[config.mk]
export PLATFORM = sky130hd
export DESIGN_NAME = ctl_reg_unit
export DESIGN_NICKNAME = d
export VERILOG_FILES = /design/src/rtl/ctl_pkg.sv /design/src/rtl/ctl_access_check.sv /design/src/rtl/ctl_cr0_effects.sv /design/src/rtl/ctl_cr4_effects.sv /design/src/rtl/ctl_reg_unit.sv
export SDC_FILE = /design/constraint.sdc
export NUM_CORES = 1
export LEC_CHECK = 0
export CELL_PAD_IN_SITES_DETAIL_PLACEMENT = 1
export CELL_PAD_IN_SITES_GLOBAL_PLACEMENT = 1
export CORE_ASPECT_RATIO = 1.5
export CORE_MARGIN = 2
export CORE_UTILIZATION = 43
export CTS_CLUSTER_DIAMETER = 120
export DETAILED_ROUTE_END_ITERATION = 10
export GPL_TIMING_DRIVEN = 0
export PLACE_DENSITY_LB_ADDON = 0.12
export SKIP_LAST_GASP = 1
export SLEW_MARGIN = 20
export SYNTH_ARGS = -nofsm -noshare
export SYNTH_HDL_FRONTEND = slang
export SYNTH_SLANG_ARGS = --single-unit
[constraint.sdc]
create_clock -name clk -period 2.9 [get_ports clk]
set_clock_uncertainty 0.05 [all_clocks]
set_input_delay 0.435 -clock clk [delete_from_list [all_inputs] [get_ports clk]]
set_output_delay 0.435 -clock clk [all_outputs]
set_load 0.03 [all_outputs]
[src/rtl/ctl_pkg.sv]
package ctl_pkg;
    typedef enum logic [1:0] {
        CLS_CTRL = 2'd0,
        CLS_DBG  = 2'd1,
        CLS_TEST = 2'd2,
        CLS_RSVD = 2'd3
    } reg_class_e;

    // Bit positions inside the control words
    localparam int unsigned CR0_PE_BIT  = 0;
    localparam int unsigned CR0_ET_BIT  = 4;
    localparam int unsigned CR0_CD_BIT  = 30;
    localparam int unsigned CR0_PG_BIT  = 31;
    localparam int unsigned CR4_PAE_BIT = 5;
endpackage

[src/rtl/ctl_access_check.sv]
module ctl_access_check
    import ctl_pkg::*;
#(
    parameter int unsigned IDX_W = 3
) (
    input  logic [1:0]       priv_level,
    input  logic             vm_flag,
    input  logic             pe_bit,
    input  reg_class_e       cls,
    input  logic [IDX_W-1:0] idx,
    input  logic             has_cr4,
    output logic             gp,
    output logic             ud
);
    logic ctrl_ok;

    always_comb begin
        gp = pe_bit && ((priv_level != 2'd0) || vm_flag);
        case (idx)
            IDX_W'(0), IDX_W'(2), IDX_W'(3): ctrl_ok = 1'b1;
            IDX_W'(4):                       ctrl_ok = has_cr4;
            default:                         ctrl_ok = 1'b0;
        endcase
        case (cls)
            CLS_CTRL: ud = !gp && !ctrl_ok;
            CLS_RSVD: ud = !gp;
            default:  ud = 1'b0;
        endcase
    end
endmodule

[src/rtl/ctl_cr0_effects.sv]
module ctl_cr0_effects
    import ctl_pkg::*;
#(
    parameter int unsigned DW = 32
) (
    input  logic [DW-1:0] cur,
    input  logic [DW-1:0] wdata,
    input  logic          bus16,
    input  logic          has_cache,
    output logic [DW-1:0] next,
    output logic          flush,
    output logic          wait_upd
);
    logic [DW-1:0] diff;

    always_comb begin
        diff     = wdata ^ cur;
        next     = wdata;
        next[CR0_ET_BIT] = wdata[CR0_ET_BIT] | bus16;
        flush    = diff[CR0_PG_BIT] | diff[CR0_PE_BIT];
        wait_upd = has_cache & (next[CR0_CD_BIT] ^ cur[CR0_CD_BIT]);
    end
endmodule

[src/rtl/ctl_cr4_effects.sv]
module ctl_cr4_effects
    import ctl_pkg::*;
#(
    parameter int unsigned     DW   = 32,
    parameter logic [DW-1:0]   MASK = '1
) (
    input  logic [DW-1:0] cur,
    input  logic [DW-1:0] wdata,
    output logic [DW-1:0] next,
    output logic          flush
);
    logic [DW-1:0] change;

    always_comb begin
        next   = wdata & MASK;
        change = (wdata ^ cur) & MASK;
        flush  = change[CR4_PAE_BIT];
    end
endmodule

[src/rtl/ctl_reg_unit.sv]
module ctl_reg_unit
    import ctl_pkg::*;
#(
    parameter int unsigned        IDX_W      = 3,
    parameter int unsigned        CYC_W      = 4,
    parameter int unsigned        CYC_SHORT  = 6,
    parameter int unsigned        CYC_LONG   = 10,
    parameter logic [31:0]        CR4_MASK   = 32'h0000_0A7F
) (
    input  logic             clk,
    input  logic             rst_n,
    input  logic             cfg_has_cr4,
    input  logic             cfg_is486,
    input  logic             cfg_bus16,
    input  logic             cfg_has_cache,
    input  logic [1:0]       priv_level,
    input  logic             vm_flag,
    input  logic             req_valid,
    input  logic             req_write,
    input  logic [1:0]       req_class,
    input  logic [IDX_W-1:0] req_index,
    input  logic [31:0]      req_wdata,
    output logic             rsp_done,
    output logic [31:0]      rsp_rdata,
    output logic             fault_gp,
    output logic             fault_ud,
    output logic [CYC_W-1:0] rsp_cycles,
    output logic             tlb_flush,
    output logic             wait_update,
    output logic             pmode,
    output logic             cache_int_en
);
    localparam int unsigned DW      = 32;
    localparam int unsigned NUM_DBG = 1 << IDX_W;

    typedef struct packed {
        logic [DW-1:0]              cr0;
        logic [DW-1:0]              cr2;
        logic [DW-1:0]              cr3;
        logic [DW-1:0]              cr4;
        logic [NUM_DBG-1:0][DW-1:0] dbg;
        logic                       done;
        logic                       gp;
        logic                       ud;
        logic                       flush;
        logic                       waitu;
        logic [DW-1:0]              rdata;
        logic [CYC_W-1:0]           cycles;
    } state_t;

    state_t     s_d, s_q;
    reg_class_e cls;
    logic       chk_gp, chk_ud;
    logic [DW-1:0] cr0_new, cr4_new;
    logic       cr0_flush, cr0_wait, cr4_flush;

    assign cls = reg_class_e'(req_class);

    ctl_access_check #(.IDX_W(IDX_W)) u_check (
        .priv_level (priv_level),
        .vm_flag    (vm_flag),
        .pe_bit     (s_q.cr0[CR0_PE_BIT]),
        .cls        (cls),
        .idx        (req_index),
        .has_cr4    (cfg_has_cr4),
        .gp         (chk_gp),
        .ud         (chk_ud)
    );

    ctl_cr0_effects #(.DW(DW)) u_cr0 (
        .cur       (s_q.cr0),
        .wdata     (req_wdata),
        .bus16     (cfg_bus16),
        .has_cache (cfg_has_cache),
        .next      (cr0_new),
        .flush     (cr0_flush),
        .wait_upd  (cr0_wait)
    );

    ctl_cr4_effects #(.DW(DW), .MASK(CR4_MASK)) u_cr4 (
        .cur   (s_q.cr4),
        .wdata (req_wdata),
        .next  (cr4_new),
        .flush (cr4_flush)
    );

    always_comb begin
        s_d        = s_q;
        s_d.done   = 1'b0;
        s_d.gp     = 1'b0;
        s_d.ud     = 1'b0;
        s_d.flush  = 1'b0;
        s_d.waitu  = 1'b0;
        s_d.rdata  = '0;
        s_d.cycles = '0;
        if (req_valid) begin
            s_d.done = 1'b1;
            if (chk_gp) begin
                s_d.gp = 1'b1;
            end else begin
                s_d.cycles = (req_write && cls == CLS_CTRL) ? CYC_W'(CYC_LONG)
                                                            : CYC_W'(CYC_SHORT);
                if (chk_ud) begin
                    s_d.ud = 1'b1;
                end else if (req_write) begin
                    case (cls)
                        CLS_CTRL: begin
                            case (req_index)
                                IDX_W'(0): begin
                                    s_d.cr0   = cr0_new;
                                    s_d.flush = cr0_flush;
                                    s_d.waitu = cr0_wait;
                                end
                                IDX_W'(2): s_d.cr2 = req_wdata;
                                IDX_W'(3): begin
                                    s_d.cr3   = req_wdata;
                                    s_d.flush = 1'b1;
                                end
                                default: begin
                                    s_d.cr4   = cr4_new;
                                    s_d.flush = cr4_flush;
                                end
                            endcase
                        end
                        CLS_DBG: s_d.dbg[req_index] = req_wdata;
                        default: ;
                    endcase
                end else begin
                    case (cls)
                        CLS_CTRL: begin
                            case (req_index)
                                IDX_W'(0): begin
                                    s_d.rdata = s_q.cr0;
                                    s_d.rdata[CR0_ET_BIT] = s_q.cr0[CR0_ET_BIT] | cfg_is486;
                                end
                                IDX_W'(2): s_d.rdata = s_q.cr2;
                                IDX_W'(3): s_d.rdata = s_q.cr3;
                                default:   s_d.rdata = s_q.cr4;
                            endcase
                        end
                        CLS_DBG: s_d.rdata = s_q.dbg[req_index];
                        default: s_d.rdata = '0;
                    endcase
                end
            end
        end
        if (!rst_n) begin
            s_d = '0;
            s_d.cr0[CR0_ET_BIT] = cfg_bus16;
        end
    end

    always_ff @(posedge clk) begin
        s_q <= s_d;
    end

    assign rsp_done     = s_q.done;
    assign rsp_rdata    = s_q.rdata;
    assign fault_gp     = s_q.gp;
    assign fault_ud     = s_q.ud;
    assign rsp_cycles   = s_q.cycles;
    assign tlb_flush    = s_q.flush;
    assign wait_update  = s_q.waitu;
    assign pmode        = s_q.cr0[CR0_PE_BIT];
    assign cache_int_en = cfg_has_cache & ~s_q.cr0[CR0_CD_BIT];

    // a faulting request leaves the registers alone and costs nothing
    a_r1_gp_freezes: assert property (@(posedge clk) disable iff (!rst_n)
        (req_valid && chk_gp) |=> (fault_gp && rsp_cycles == '0 && !tlb_flush
                                   && $stable(s_q.cr0) && $stable(s_q.cr3)));

    // never both fault kinds at once
    a_r2_one_fault: assert property (@(posedge clk) disable iff (!rst_n)
        !(fault_gp && fault_ud));

    // protected-mode level follows the written bit 0
    a_r6_pmode_follows: assert property (@(posedge clk) disable iff (!rst_n)
        (req_valid && req_write && cls == CLS_CTRL && req_index == '0 && !chk_gp)
        |=> (pmode == $past(req_wdata[0])));

    // a CR3 write always flushes
    a_r8_cr3_flush: assert property (@(posedge clk) disable iff (!rst_n)
        (req_valid && req_write && cls == CLS_CTRL && req_index == IDX_W'(3) && !chk_gp)
        |=> tlb_flush);

    // the cycle count takes only the legal values
    a_r11_cycles_legal: assert property (@(posedge clk) disable iff (!rst_n)
        (rsp_done && !fault_gp) |-> (rsp_cycles == CYC_W'(CYC_SHORT)
                                     || rsp_cycles == CYC_W'(CYC_LONG)));

    // strobes only appear inside a response
    a_r12_strobe_with_done: assert property (@(posedge clk) disable iff (!rst_n)
        (tlb_flush || wait_update) |-> rsp_done);
endmodule

==> flow_summary.ini, run 1 <==
[clock_tree]
clockBufferDepth = 3
cts-root-buf = clkbuf_16
cts_sinks = 401
clock_latency_ps = 560
holdBufCountCts = 0
h-tree-depth = 2
cts_buffers = 41
cts_tree = yes
clk_pin_slew_ps = 60

[sta]
tightest_slew_ps = 1230
timing.hold.ws_ps = 368.4
relSlewSlack_pct = 18.01
finalMaxSlewViolations = 0
rsz0062_at_grt = true
period_needed_ps = 2912
fin_crit_sh_pct = 100.4
max_freq_mhz = 343.4
hold_viol_final = 0
setup_viol = 4
setup_ws_ps = -11.90

[placed_design]
gp_congestion = 0.9904
dp_hpwl_um = 49250
port_buffers = 85
dpl_worst_slack_ps = -1066

[worst_setup_path]
max_stage_delay_ps = 650
critPathRequiredTime_ps = 3340
cp-start-kind = primary input
critPathMaxFanout = 10
path_cells = clkdlybuf4s50_1 > buf_2 > buf_1 > clkbuf_2 > and2_1 > a22oi_1 > a21oi_1
crit_path_top_delay_cell = and2_1
cp_data_arrival_time_ps = 3350
critPathKind = in2reg
critPathCaptureType = register
ff2ff_setup_slack_ps = 230
crit_buf_inv = 4
cpLargestDelayFamily = buffers and inverters

[floorplan]
pin_count = 91
coreArea_um2 = 39310
die_y_um = 248.4
die_area_um2 = 41470
row_count = 89
die_x_um = 167.0
initial_utilization_pct = 43.57

[synthesis]
synth_top_cells_by_area = dfxtp_1 (47%), mux2i_1 (17%), nand2_1 (7.3%), mux2_2 (4.1%), a22o_1 (3.3%)
synth_top_area_share_pct = 46.76
synth_seq_cells = 401
syn-cell-area_um2 = 17130
yosysTopAreaCell = dfxtp_1
yosysWarnings = 0
ys.flop_type = dfxtp_1
syn-instance-count = 1739
synth_cell_types = 52
synth.most_common_cell = dfxtp_1
syn_area_per_cell_um2 = 9.848
synthArstFlopShare_pct = 0
syn_nets = 1790
synth_common_cells = dfxtp_1 (400), nand2_1 (334), mux2i_1 (284), o21ai_0 (96), clkbuf_1 (78)
synth-edff-count = 1
yosysSeqAreaShare_pct = 46.93

[power]
vdd_drop_max_uv = 473.8
power_density_nw_per_um2 = 587.7
p_total_uw = 11810
p_leak_uw = 0.006999

[routing]
drt-initial-drc-count = 1261
routedWlPerCell_um = 29.82
first_pass_iters = 6
avgViaCountPerCell = 6.133
drt-total-wl_um = 71740
num_vias = 14760
drc = 0
antenna_left = 0

[final_layout]
areaGrowthSynthToFinish_pct = 17.29
drive_gt1_share_pct = 13.91
layout.nets = 1926

[run_status]
status = complete, but fails checks
violations = negative setup slack

[job]
drv_cap = 0

[global_routing]
grt_first_pass_wirelength_um = 102800
gr-total-overflow = 0
antenna_found_initial = 1
grt_usage_pct = 33.81
grt_max_degree = 14
grt_pass1_vias = 15410

[hold_path]
min_path_type = in2reg
power breakdown:
group / switching [uW] / internal (uW)
clock: 2320 / 3070
combinational: 667 / 200
sequential: 12.7 / 5530
total: 3000 / 8800
metal layers:
metal  up-vias  share of wire (%)  GRT usage [%]
met5         -                  0              0
met4         0                8.0          23.37
met3       265                6.5          5.348
met2       670                 48          56.98
met1      7448                 38          39.16
li1       6374                  -              -
per-stage QoR:
stage                     TNS [ps]  instance area (um^2)  utilization (%)  std cells
after global placement     -224230                 18600            47.32       2324
after CTS                        0                 19990            50.86       2401
after detailed placement   -217110                 18620            47.38       2326
after global routing        -59.43                 20090            51.10       2406
after floorplan                  0                 17130                -       1739
final                       -21.75                 20090            51.10       2406
worst reg2reg max path, stage by stage, from the launching register on:
cell and delay [ps]:
dfxtp_1 520, o31ai_4 200, nand3_1 400, nor2_1 110, nand2_1 240, clkbuf_1 790
nor2_1 190
area by class of cell:
| cell class | count | area [um^2] |
|---|---|---|
| Sequential cell | 401 | 8038 |
| Fill cell | 4441 | 19220 |
| Tap cell | 500 | 625.6 |
| Multi-Input combinational cell | 1142 | 8044 |
| Clock buffer | 64 | 1256 |
| Timing Repair Buffer | 95 | 963.4 |
| Clock inverter | 9 | 76.32 |
| Antenna cell | 1 | 2.502 |
| Buffer | 185 | 1049 |
| Inverter | 9 | 33.78 |
final timing paths:
kind,endpoint,from,depth (start not counted)
max,rsp_rdata[8],req_index[2],7
min,rsp_cycles[3],req_write,3
max reg2reg,rsp_rdata[4],pmode,6
min reg2reg,register,register,2
placed cells by master (no fill, tap or decap), types with 25 or more instances in the layout:
cell type / count
a21oi_1: 38
nand2_1: 334
dfxtp_1: 400
a22oi_1: 46
mux2_2: 63
a22o_1: 64
mux2i_1: 284
clkdlybuf4s50_1: 85
buf_2: 33
clkbuf_16: 44
clkbuf_1: 80
buf_4: 50
o21ai_0: 96
nor2_1: 25
nand3_1: 72
kinds of logic after synthesis:
group	share of synthesized area, %
AOI/OAI and AO/OA	12.22
muxes	22.32
DFF	46.93
other	0.02190
xor gates and xnor gates	0.2046
adders and majority gates	0.2192
buffers and inverters	6.268
and+or+nand+nor	11.81
timing repair:
action	in CTS	in global routing
pin swaps	6	3
endpoints found under the hold margin	0	0
endpoints found under the setup margin	215	163
resized for setup	8	5
gates cloned	0	0
setup buffers	2	6
No activity file was read; power rests on OpenSTA's default activity.
==> inputs of run 2 (changes only) <==
clock period = 3.4 ns   (was 2.9 ns; I/O delays follow)
==> run 2 against run 1 <==
Effect of this change: the run now ends clean; via count shrank 0.39%; register-to-register slack better by 260 ps; die area is the same; hold slack improved by 37 ps; non-clock buffer count fell by 6; cell area fell by 0.60%; global-route usage about the same; total power decreased by 15%; clock-buffer cell count stayed put.
==> flow_summary.ini, run 2 (synthesis gave the netlist of run 1 again) <==
[run_status]
status = finished clean

[worst_setup_path]
ff2ff_setup_slack_ps = 490
critPathMaxFanout = 10
cp_num_cells = 7
cp-start-kind = primary input
critPathKind = in2reg
cpLargestDelayFamily = buffers and inverters
crit_path_top_delay_cell = clkbuf_1
path_cells = clkdlybuf4s50_1 > buf_2 > buf_1 > clkbuf_1 > nand2_1 > o22a_1 > a21oi_1
reg2reg_depth = 6
max_stage_delay_ps = 870
cp_data_arrival_time_ps = 3710
critical_path.reg2reg.endpoint = rsp_rdata[16]
worstReg2RegStart = pmode
critPathCaptureType = register
critPathRequiredTime_ps = 3810
crit_buf_inv = 4

[sta]
finalMaxSlewViolations = 0
period_needed_ps = 3294
max_freq_mhz = 303.6
hold_viol_final = 0
relSlewSlack_pct = 18.94
timing.hold.ws_ps = 405.1
rsz0062_at_grt = false
tns_ps = 0
tightest_slew_ps = 1216
setup_viol = 0
fin_crit_sh_pct = 96.88

[floorplan]
pin_count = 91
initial_utilization_pct = 43.57
die_area_um2 = 41470
row_count = 89
die_x_um = 167.0
coreArea_um2 = 39310
die_y_um = 248.4

[placed_design]
port_buffers = 85
gp_congestion = 0.9904
dp_hpwl_um = 49250
place_inst = 2326

[clock_tree]
clockBufferDepth = 3
cts-root-buf = clkbuf_16
clk_pin_slew_ps = 60
h-tree-depth = 2
cts_buffers = 41
clock_latency_ps = 560
cts_sinks = 401
cts_tree = yes
holdBufCountCts = 0
cts_setup_buffers = 0

[hold_path]
hold_depth = 2
min_path_type = reg2reg

[global_routing]
grt_max_degree = 14
met1_usage_pct = 38.88
top_usage_layer = met2
antenna_found_initial = 1
use_met2_pct = 57.25
grt_util_met3_pct = 5.730
grt_first_pass_wirelength_um = 102700
grt_pass1_vias = 15400
gr-total-overflow = 0
grt_usage_pct = 33.80

[routing]
routedWlPerCell_um = 29.97
drc = 0
antenna_left = 0
num_vias = 14700
first_pass_iters = 6
avgViaCountPerCell = 6.125
drt-total-wl_um = 71940
drt-initial-drc-count = 1289

[final_layout]
fin_util_pct = 50.79
fill_cells = 4452
drive_gt1_share_pct = 13.32
final_common_cell = dfxtp_1
finalNonFillerCells = 2400
layout.nets = 1920
areaGrowthSynthToFinish_pct = 16.58
final_cell_mix = dfxtp_1 (400), nand2_1 (334), mux2i_1 (284)

[job]
drv_cap = 0

[power]
p_leak_uw = 0.006935
vdd_drop_max_uv = 404.4
power_density_nw_per_um2 = 504.7
[run 2: changes by cell type in the layout (fill, tap and decap cells not counted), moves of 2 or more]
cell	previous run	this run
clkbuf_1	80	86
clkbuf_2	8	5
nor2_4	3	1
buf_12	3	0
buf_4	50	45
[run 2: cell type report]
cell class                 instances  area [um^2]  area share (%)
antenna                            1        2.502         0.01253
timing repair buffer              87        865.8           4.336
tap                              500        625.6           3.133
multi-input combinational       1142         8023           40.18
buffer                           187         1046           5.239
clock inverter                     9        76.32          0.3823
clock buffer                      64         1256           6.292
inverter                           9        33.78          0.1692
sequential                       401         8038           40.26
[run 2: per-layer routing]
layer / wire length (um) / part of all wire (%)
met1: 27340 / 38
met4: 5537 / 7.7
met3: 4801 / 6.7
met5: 0 / 0
met2: 34260 / 48
[run 2: worst max path at each step]
stage	startpoint	end	slack, ps
after CTS	priv_level[1]	rsp_rdata[16]	40
after detailed placement	req_index[2]	rsp_rdata[19]	-640
after global placement	req_index[2]	rsp_rdata[19]	-620
final	req_index[2]	rsp_rdata[22]	110
after floorplan	req_class[0]	register	1120
after global routing	req_index[2]	rsp_rdata[22]	140
[run 2: stage by stage]
stage / total power, uW / setup slack, ps / cell area [um^2]
after CTS: 10060 / 40.16 / 19960
after floorplan: 5163 / 1115 / 17130
after global placement: 5541 / -624.7 / 18600
final: 10080 / 106.1 / 19970
after detailed placement: 5546 / -641.3 / 18620
after global routing: 10270 / 139.9 / 19970
[run 2: power by group]
part / internal, uW / switching (uW) / total (uW)
sequential: 4720 / 10.7 / 4730
clock: 2620 / 1990 / 4610
combinational: 169 / 569 / 738
total: 7510 / 2570 / 10100
[run 2: what timing repair did]
action	4_1_cts	5_1_grt
pin swaps	0	0
gates cloned	0	0
gates resized for setup	1	1
endpoints found under the setup margin	1	7
[run 2: worst reg2reg max path, cell delays in order (launching register included)]
cell      delay (ps)
dfxtp_1          490
o31ai_2          250
nand3_1          400
nor2_1           110
nand2_1          230
clkbuf_1         900
o22ai_1          310
==> inputs of run 3 (changes only) <==
ABC_AREA = 1   (was default)
DONT_BUFFER_PORTS = 1   (was default)
==> run 3 against run 2 <==
Effect of this change: clock-buffer cell count fell by 1; wire length decreased by 2.9%; die area is 5.0% higher; maximum frequency is 20% higher.
==> flow_summary.ini, run 3 <==
[run_status]
status = finished clean

[synthesis]
syn_area_per_cell_um2 = 6.771
yosysTopAreaCell = dfxtp_1
synth_cell_types = 36
synthArstFlopShare_pct = 0
synth.most_common_cell = nand2_1
synth_top_area_share_pct = 44.48
syn-instance-count = 2659
synth_common_cells = nand2_1 (689), nor2_1 (653), dfxtp_1 (400), nand3_1 (300), inv_1 (95)
yosysSeqAreaShare_pct = 44.64
ys.flop_type = dfxtp_1
synth_seq_cells = 401
yosysWarnings = 0
synth_top_cells_by_area = dfxtp_1 (44%), nand2_1 (14%), nor2_1 (14%), nand3_1 (8.3%), buf_4 (2.3%)
synth-edff-count = 1
syn-cell-area_um2 = 18000
syn_nets = 2710

[clock_tree]
cts_sinks = 401
clk_pin_slew_ps = 70
cts_buffers = 41
clockBufferDepth = 3
cts-root-buf = clkbuf_16
cts_setup_buffers = 0
holdBufCountCts = 0
clock_latency_ps = 560
cts_tree = yes
h-tree-depth = 2
ctsResizeCount = 0

[final_layout]
multi_input_area_um2 = 8203
layout.nets = 2753
final_common_cell = nand2_1
areaGrowthSynthToFinish_pct = 11.37
drive_gt1_share_pct = 6.965
fill_cells = 5497
final_cell_mix = nand2_1 (689), nor2_1 (653), dfxtp_1 (400)
antenna_cells = 0
seqCellArea_um2 = 8038

[hold_path]
min_path_type = in2reg

[floorplan]
initial_utilization_pct = 43.68
row_count = 91
die_x_um = 171.1
die_y_um = 254.6
pin_count = 91
coreArea_um2 = 41220
die_area_um2 = 43560

[routing]
first_pass_iters = 5
antenna_left = 0
drc = 0
drt-total-wl_um = 69860
routedWlPerCell_um = 21.26
avgViaCountPerCell = 5.333
num_vias = 17520
drt-initial-drc-count = 1233

[sta]
finalMaxSlewViolations = 0
fin_crit_sh_pct = 80.76
relSlewSlack_pct = 38.77
tightest_slew_ps = 918.5
hold_viol_final = 0
setup_viol = 0
rsz0062_at_grt = false
tns_ps = 0
period_needed_ps = 2746
max_freq_mhz = 364.2

[global_routing]
grt_usage_pct = 32.03
gr-total-overflow = 0
grt_max_degree = 15
grt_pass1_vias = 17820
antenna_found_initial = 0
grt_first_pass_wirelength_um = 105200

[placed_design]
dp_hpwl_um = 54590
port_buffers = 0
gp_congestion = 0.8918

[worst_setup_path]
critPathRequiredTime_ps = 3760
critPathKind = in2reg
critPathMaxFanout = 10
critPathCaptureType = register
cp-start-kind = primary input
cp_data_arrival_time_ps = 3110

[job]
drv_cap = 0

[power]
p_total_uw = 10010
p_leak_uw = 0.008169
power_density_nw_per_um2 = 499.4
vdd_drop_max_uv = 340.8
run 3: cell families (layout without fill, tap and decap cells):
logic type	after synthesis	count (layout)	synth area share [%]
other	1	1	0.02083
AOI/OAI and AO/OA	176	176	5.726
adders and majority gates	3	3	0.2085
buffers and inverters	354	423	9.798
and+or+nand+nor	1722	1722	39.51
xor gates and xnor gates	2	2	0.09731
DFF	401	401	44.64
run 3: worst max-delay path, cell delays in order:
cell and delay [ps]:
buf_6 120, nand3_1 320, clkinv_1 500, clkbuf_1 500, a22oi_1 460, nand3_1 140
o21ai_0 390, a21oi_1 150
run 3: final timing paths:
kind	start	endpoint	slack [ps]	cells after the start
min reg2reg	s_q[301]	s_q[301]	410	2
max	req_index[0]	rsp_rdata[13]	650	8
max reg2reg	pmode	rsp_rdata[30]	950	8
min	req_wdata[18]	s_q[379]	30	2
run 3: metal layers:
metal | wire length, um | track usage (%) | vias up
li1 | - | - | 8464
met1 | 28390 | 37.68 | 8419
met2 | 34340 | 57.07 | 468
met3 | 3399 | 4.035 | 172
met4 | 3724 | 15.79 | 0
met5 | 0 | 0 | -
run 3: layout make-up:
type / count / area share, %
multi-input combinational: 1904 / 40.91
sequential: 401 / 40.08
clock buffer: 63 / 6.390
buffer: 219 / 6.271
tap: 558 / 3.482
inverter: 135 / 2.527
clock inverter: 6 / 0.3370
run 3: through the flow:
step	std cells	hold WS, ps	area (um^2)	util [%]	setup WS, ps
3_5_place_dp	3217	405.2	18700	45.38	232.2
4_1_cts	3286	17.55	20050	48.65	803.2
6_report	3286	31.19	20050	48.65	654.0
2_1_floorplan	2659	374.5	18000	-	1406
3_3_place_gp	3217	390.1	18700	45.38	291.3
5_1_grt	3286	29.61	20050	48.65	707.8
run 3: report_power, final:
part	leakage (uW)	total (uW)	internal, uW	switching, uW
clock network	0.000659	4630	2660	1970
logic	0.00428	633	129	504
registers	0.00323	4750	4730	16.7
total	0.00817	10000	7520	2490
